--- config.mk ---
export PLATFORM = sky130hd
export DESIGN_NAME = lane_shift_engine
export DESIGN_NICKNAME = d
export VERILOG_FILES = /design/src/rtl/lane_shift_pkg.sv /design/src/rtl/lane_shift_gate.sv /design/src/rtl/lane_shift_map.sv /design/src/rtl/lane_shift_engine.sv
export SDC_FILE = /design/constraint.sdc
export NUM_CORES = 1
export LEC_CHECK = 0
export ABC_AREA = 0
export BUFFER_PORTS_ARGS = -buffer_cell sky130_fd_sc_hd__buf_2
export CORE_ASPECT_RATIO = 0.7
export CORE_MARGIN = 5
export CORE_UTILIZATION = 64
export DETAILED_ROUTE_END_ITERATION = 6
export GPL_TIMING_DRIVEN = 1
export PLACE_DENSITY = 0.91
export SYNTH_ARGS = -nofsm -noshare
export SYNTH_HDL_FRONTEND = slang
export SYNTH_SLANG_ARGS = --single-unit
--- constraint.sdc ---
create_clock -name clk_i -period 14.6 [get_ports clk_i]
set_clock_uncertainty 0.1 [all_clocks]
set_input_delay 3.65 -clock clk_i [delete_from_list [all_inputs] [get_ports clk_i]]
set_output_delay 3.65 -clock clk_i [all_outputs]
set_load 0.005 [all_outputs]
--- src/rtl/lane_shift_pkg.sv ---
`timescale 1ns/1ps
package lane_shift_pkg;
  localparam int CTL_DIR     = 0;
  localparam int CTL_PDL     = 1;
  localparam int CTL_LANE_LO = 2;
  localparam int CTL_OE      = 4;
  localparam int CTL_INV_LO  = 6;
  localparam int CTL_GATE_LO = 8;
  localparam int CTL_FLEN_LO = 16;
  localparam int CTL_WLEN_LO = 24;

  typedef enum logic [1:0] {ST_IDLE, ST_RUN, ST_WAIT} eng_state_e;
  typedef enum logic [1:0] {GATE_OFF, GATE_HIGH, GATE_LOW, GATE_EDGE} gate_mode_e;

  // log2 of active lane count; reserved code falls back to one lane
  function automatic logic [1:0] lane_shift_of(input logic [1:0] mode);
    case (mode)
      2'd2:    return 2'd1;
      2'd3:    return 2'd2;
      default: return 2'd0;
    endcase
  endfunction
endpackage

--- src/rtl/lane_shift_gate.sv ---
`timescale 1ns/1ps
module lane_shift_gate
  import lane_shift_pkg::*;
(
  input  logic       clk_i,
  input  logic       rst_ni,
  input  logic [1:0] mode_i,
  input  logic       ctl_i,
  input  logic       take_i,
  output logic       ok_o
);
  logic ctl_q, armed_q;

  always_ff @(posedge clk_i or negedge rst_ni) begin
    if (!rst_ni) begin
      ctl_q   <= 1'b0;
      armed_q <= 1'b0;
    end else begin
      ctl_q   <= ctl_i;
      // a fresh edge wins over a start consumed in the same cycle
      armed_q <= (ctl_i != ctl_q) | (armed_q & ~take_i);
    end
  end

  always_comb begin
    case (gate_mode_e'(mode_i))
      GATE_HIGH: ok_o = ctl_i;
      GATE_LOW:  ok_o = ~ctl_i;
      GATE_EDGE: ok_o = armed_q;
      default:   ok_o = 1'b0;
    endcase
  end

  AST_EDGE_ARMS: assert property (@(posedge clk_i) disable iff (!rst_ni)
    (ctl_i != ctl_q) |=> armed_q);
endmodule

--- src/rtl/lane_shift_map.sv ---
`timescale 1ns/1ps
module lane_shift_map #(
  parameter int WORD_W = 16,
  parameter int LANES  = 4,
  parameter int POS_W  = 4,
  parameter int NB_W   = 5,
  parameter int CNT_W  = 7
) (
  input  logic [WORD_W-1:0] word_i,
  input  logic [NB_W-1:0]   nbits_i,
  input  logic [POS_W-1:0]  step_i,
  input  logic [1:0]        lsh_i,
  input  logic              dir_i,
  input  logic              pdl_i,
  input  logic              inv_i,
  input  logic [LANES-1:0]  lane_i,
  input  logic [WORD_W-1:0] acc_i,
  output logic [LANES-1:0]  lane_o,
  output logic [WORD_W-1:0] acc_o
);
  logic [LANES-1:0] live;
  logic [POS_W-1:0] pos [LANES];
  logic [CNT_W-1:0] width;

  assign width = CNT_W'(1) << lsh_i;

  for (genvar j = 0; j < LANES; j++) begin : g_lane
    logic [CNT_W-1:0] seq;
    logic [CNT_W-1:0] rpos;
    assign seq       = (CNT_W'(step_i) << lsh_i) + CNT_W'(j);
    assign live[j]   = (CNT_W'(j) < width) && (seq < CNT_W'(nbits_i));
    assign rpos      = dir_i ? (CNT_W'(nbits_i) - CNT_W'(1) - seq) : seq;
    assign pos[j]    = POS_W'(rpos);
    assign lane_o[j] = live[j] ? (word_i[pos[j]] ^ inv_i) : pdl_i;
  end

  always_comb begin
    acc_o = acc_i;
    for (int j = 0; j < LANES; j++)
      if (live[j]) acc_o[pos[j]] = lane_i[j];
  end
endmodule

--- src/rtl/lane_shift_engine.sv ---
`timescale 1ns/1ps
module lane_shift_engine
  import lane_shift_pkg::*;
#(
  parameter int WORD_W = 16,
  parameter int LANES  = 4,
  parameter int FLEN_W = 6,
  parameter int WLEN_W = 4
) (
  input  logic              clk_i,
  input  logic              rst_ni,
  input  logic [31:0]       ctrl_i,
  input  logic              tick_i,
  input  logic              shift_ctl_i,
  input  logic [WORD_W-1:0] tx_data_i,
  input  logic              tx_valid_i,
  output logic              tx_ready_o,
  output logic [WORD_W-1:0] rx_data_o,
  output logic              rx_valid_o,
  output logic [LANES-1:0]  lane_o,
  output logic              lane_oe_o,
  input  logic [LANES-1:0]  lane_i
);
  localparam int POS_W = $clog2(WORD_W);
  localparam int NB_W  = POS_W + 1;
  localparam int REM_W = FLEN_W + 1;
  localparam int CNT_W = POS_W + 3;

  eng_state_e        st_q;
  logic [WORD_W-1:0] word_q, acc_q, acc_nxt;
  logic [NB_W-1:0]   n_q, wlen, n_load;
  logic [POS_W-1:0]  k_q;
  logic [REM_W-1:0]  rem_q, flen, rem_src;
  logic [1:0]        lsh;
  logic              dir, pdl, inv, gate_ok, last_step, load, start;
  logic [LANES-1:0]  map_lanes;
  logic              unused_ctrl;

  assign dir       = ctrl_i[CTL_DIR];
  assign pdl       = ctrl_i[CTL_PDL];
  assign lsh       = lane_shift_of(ctrl_i[CTL_LANE_LO +: 2]);
  assign inv       = (ctrl_i[CTL_INV_LO +: 2] == 2'd1);
  assign lane_oe_o = ctrl_i[CTL_OE];
  assign wlen      = NB_W'(ctrl_i[CTL_WLEN_LO +: WLEN_W]) + NB_W'(1);
  assign flen      = REM_W'(ctrl_i[CTL_FLEN_LO +: FLEN_W]) + REM_W'(1);
  assign unused_ctrl = ^{ctrl_i[31:28], ctrl_i[23:22], ctrl_i[15:10], ctrl_i[5]};

  assign rem_src   = (st_q == ST_IDLE) ? flen : rem_q;
  assign n_load    = (rem_src < REM_W'(wlen)) ? NB_W'(rem_src) : wlen;
  assign last_step = ((CNT_W'(k_q) + CNT_W'(1)) << lsh) >= CNT_W'(n_q);

  assign tx_ready_o = tick_i & (((st_q == ST_IDLE) & gate_ok)
                              | ((st_q == ST_RUN) & last_step & (rem_q != '0))
                              |  (st_q == ST_WAIT));
  assign load  = tx_ready_o & tx_valid_i;
  assign start = load & (st_q == ST_IDLE);

  lane_shift_gate u_gate (
    .clk_i  (clk_i),
    .rst_ni (rst_ni),
    .mode_i (ctrl_i[CTL_GATE_LO +: 2]),
    .ctl_i  (shift_ctl_i),
    .take_i (start),
    .ok_o   (gate_ok)
  );

  lane_shift_map #(
    .WORD_W (WORD_W), .LANES (LANES), .POS_W (POS_W), .NB_W (NB_W), .CNT_W (CNT_W)
  ) u_map (
    .word_i  (word_q),
    .nbits_i (n_q),
    .step_i  (k_q),
    .lsh_i   (lsh),
    .dir_i   (dir),
    .pdl_i   (pdl),
    .inv_i   (inv),
    .lane_i  (lane_i),
    .acc_i   (acc_q),
    .lane_o  (map_lanes),
    .acc_o   (acc_nxt)
  );

  assign lane_o = (st_q == ST_RUN) ? map_lanes : {LANES{pdl}};

  always_ff @(posedge clk_i or negedge rst_ni) begin
    if (!rst_ni) begin
      st_q       <= ST_IDLE;
      rx_valid_o <= 1'b0;
      rx_data_o  <= '0;
      acc_q      <= '0;
    end else begin
      rx_valid_o <= 1'b0;
      case (st_q)
        ST_IDLE, ST_WAIT: if (load) st_q <= ST_RUN;
        ST_RUN: if (tick_i) begin
          if (!last_step) acc_q <= acc_nxt;
          else begin
            rx_data_o  <= acc_nxt;
            rx_valid_o <= 1'b1;
            acc_q      <= '0;
            if (rem_q == '0) st_q <= ST_IDLE;
            else if (!load)  st_q <= ST_WAIT;
          end
        end
        default: st_q <= ST_IDLE;
      endcase
    end
  end

  always_ff @(posedge clk_i or negedge rst_ni) begin
    if (!rst_ni) begin
      word_q <= '0;
      n_q    <= '0;
      k_q    <= '0;
      rem_q  <= '0;
    end else if (load) begin
      word_q <= tx_data_i;
      n_q    <= n_load;
      k_q    <= '0;
      rem_q  <= rem_src - REM_W'(n_load);
    end else if (st_q == ST_RUN && tick_i && !last_step) begin
      k_q    <= k_q + POS_W'(1);
    end
  end

  AST_GATE_OFF_HOLDS: assert property (@(posedge clk_i) disable iff (!rst_ni)
    (st_q == ST_IDLE && ctrl_i[CTL_GATE_LO +: 2] == 2'd0) |=> (st_q == ST_IDLE));
  AST_STEP_IN_WORD: assert property (@(posedge clk_i) disable iff (!rst_ni)
    (st_q == ST_RUN) |-> ((CNT_W'(k_q) << lsh) < CNT_W'(n_q)));
  AST_RX_AFTER_TICK: assert property (@(posedge clk_i) disable iff (!rst_ni)
    rx_valid_o |-> $past(tick_i));
  AST_HOLD_NO_TICK: assert property (@(posedge clk_i) disable iff (!rst_ni)
    (st_q == ST_RUN && !tick_i) |=> (st_q == ST_RUN && $stable(k_q)));
  AST_IDLE_NO_TICK: assert property (@(posedge clk_i) disable iff (!rst_ni)
    (st_q == ST_IDLE && !tick_i) |=> (st_q == ST_IDLE));
endmodule

==> impl_metrics.json <==
{
  "cts_made_buffers": 9,
  "gp_congestion": 1.112,
  "h-tree-depth": 3,
  "avgSynthCellArea_um2": 9.261,
  "grt_antenna_before_repair": 0,
  "grt_pass1_wl_um": 33160,
  "final_cell_mix": "dfrtp_1, buf_2, nand2_1",
  "rsz0062_at_grt": "false",
  "timing.fmax_mhz": 81.92,
  "routedWlPerCell_um": 23.40,
  "tightest_slew_ps": 1264,
  "p_total_uw": 2125,
  "start_util": 0.6487,
  "final_cells": 906,
  "cp_data_arrival_time_ps": 8460,
  "violations": "design-rule violations",
  "yosysUniqueCellTypes": 77,
  "pin_count": 80,
  "cap_violations": 0,
  "viasPerCell": 7.084,
  "endpoint_kind": "output port",
  "place_ws_ps": 2564,
  "setup_tns_ps": 0,
  "min_path_cells": 2,
  "r2r_start": "k_q[0]",
  "reg2reg_slack_ps": 8650,
  "finalWirelength_um": 21200,
  "synth_edf_count": 0,
  "final_nets": 879,
  "fillers": 751,
  "hp-class": "flip-flop to flip-flop",
  "power_density_mw_per_mm2": 288.7,
  "synth_area_mm2": 0.006668,
  "cp_max_fo": 16,
  "port_buffers": 64,
  "ys_warn_count": 0,
  "die_x_um": 132.0,
  "drive_gt1_frac": 0.2158,
  "holdPathEnd": "rx_data_o[14]",
  "grt.overflow.total": 0,
  "track_usage": 0.3322,
  "synthTopCellsByArea": "dfrtp_1, ha_1, mux2_2",
  "grt_max_degree": 70,
  "cts.sinks": 69,
  "ant_nets": 0,
  "dp.final_hpwl_um": 15730,
  "dr.pass1.iters": 7,
  "hp-start": "rx_data_o[14]",
  "cts_tree": "yes",
  "peakVddDrop_mv": 0.1533,
  "cts_resized": 0,
  "worst_r2r_endpoint": "rx_data_o[0]",
  "cp.required_ps": 10850,
  "synth_ff_type": "dfrtp_1",
  "final_common_cell": "dfrtp_1",
  "cts_root_buffer": "clkbuf_16",
  "core_area_mm2": 0.01028,
  "hold_viol_final": 0,
  "vias": 6418,
  "clk_latency_ps": 340,
  "hold_buffers": 0,
  "start_kind": "input pin",
  "die_h_um": 95.40,
  "synth_area_leader_cell": "dfrtp_1",
  "finalSetupViolCount": 0,
  "setup_ws_ps": 2393,
  "synth-async-reset-ratio": 1.000,
  "path_class": "input pin to output port",
  "grt_pass1_vias": 6163,
  "synth-seq-cells": 69,
  "rr_worst_depth": 13,
  "dp_cells": 890,
  "fin_crit_sh": 0.8361,
  "postCtsSetupBuffers": 0,
  "yosysSeqAreaShare": 0.2590,
  "drtIter0Drc": 1157,
  "synth_nets": 830,
  "diodes": 0,
  "clockBufferDepth": 2,
  "syn-instance-count": 720,
  "dieArea_mm2": 0.01259,
  "period_minus_slack_ps": 12210,
  "status": "finished with violations",
  "relSlewSlack": 0.1511,
  "row_count": 31,
  "drc": 12,
  "synth_top_area_frac": 0.2590,
  "clkTransAtPathRegs_ps": 50,
  "maxSlewViolCount": 0,
  "p_leak_uw": 0.003335,
  "area_delta_synth_final_pct": 10.40
}
-- area by class of cell --
| class | count | area [um2] | area share |
|---|---|---|---|
| multi-input cells | 580 | 4639 | 0.6303 |
| flip-flops and latches | 69 | 1727 | 0.2346 |
| repair buffers | 75 | 402.9 | 0.05473 |
| clock buffers | 10 | 229.0 | 0.03111 |
| well taps | 132 | 165.2 | 0.02244 |
| inverters | 34 | 127.6 | 0.01734 |
| clock inverters | 6 | 70.07 | 0.009519 |
-- through the flow --
step / utilization / area [um2] / hold WS (ps)
after floorplan: - / 6668 / 343.6
after CTS: 0.7161 / 7361 / 376.9
final: 0.7161 / 7361 / 375.2
after global routing: 0.7161 / 7361 / 386.1
after detailed placement: 0.6870 / 7062 / 364.7
after global placement: 0.6870 / 7062 / 359.1
-- state kept, by name, indices dropped and copies added, names as in the netlist --
register / flops
n_q: 5
rem_q: 7
word_q: 16
acc_q: 16
u_gate.ctl_q: 1
rx_data_o: 16
u_gate.armed_q: 1
k_q: 4
rx_valid_o: 1
st_q: 2
-- worst max-delay path by stage --
| stage | endpoint | cells after the start | slack (ps) | from |
|---|---|---|---|---|
| final | lane_o[2] | 15 | 2390 | ctrl_i[2] |
| after detailed placement | lane_o[2] | 15 | 2560 | ctrl_i[2] |
| after global placement | lane_o[2] | 15 | 2770 | ctrl_i[2] |
| after floorplan | lane_o[3] | 18 | 3800 | ctrl_i[3] |
| after CTS | lane_o[2] | 15 | 2570 | ctrl_i[2] |
| after global routing | lane_o[2] | 15 | 2290 | ctrl_i[2] |
-- critical path: stages --
cell,delay [ps]
buf_2,270
mux2i_1,370
a21o_1,350
inv_1,200
ha_1,380
ha_1,340
or3b_2,480
and3_1,190
mux2_2,290
xnor2_1,980
and3_1,300
a31oi_1,60
xor2_1,160
a31oi_1,260
buf_2,170
-- power breakdown --
| part | internal (uW) | switching, uW | total [uW] |
|---|---|---|---|
| clock | 133 | 89.6 | 223 |
| combinational | 597 | 951 | 1550 |
| sequential | 267 | 87.7 | 355 |
-- synthesized netlist by cell type (5+ instances only) --
master and count:
nand2_1 51, xnor2_1 16, o21ai_0 32, o21a_1 10, nand2b_1 14, a21oi_1 31, mux2i_1 32, a21o_1 15
nor3_1 23, a22o_1 10, a221o_1 6, and3_1 7, a222oi_1 9, buf_2 10, buf_4 6, nor4_1 9
ha_1 48, o22ai_1 5, o31ai_1 8, mux4_2 12, nor2_1 37, nand3_1 16, a22oi_1 6, fa_1 5
a31oi_1 13, nor2b_1 15, mux2_2 42, nand4_1 9, clkbuf_1 17, dfrtp_1 69, xor2_1 20, inv_1 31
-- metal layers --
| layer | up-vias | track usage | wire length, um |
|---|---|---|---|
| met5 | - | 0 | 0 |
| met4 | 0 | 0.1062 | 654 |
| met3 | 69 | 0.09441 | 2836 |
| met2 | 443 | 0.5092 | 9263 |
| met1 | 3094 | 0.4580 | 8446 |
| li1 | 2812 | - | - |
-- kinds of logic after synthesis --
kind of cell	Yosys count	synth area share
AND/OR/NAND/NOR	215	0.1709
multiplexers	87	0.1616
buffers and inverters	71	0.04635
XOR/XNOR	39	0.05573
flip-flops	69	0.2590
AO/OA/AOI/OAI	186	0.2014
adder cells (fa/ha/maj)	53	0.1051
Note: power is estimated with default switching activity, not from simulation.
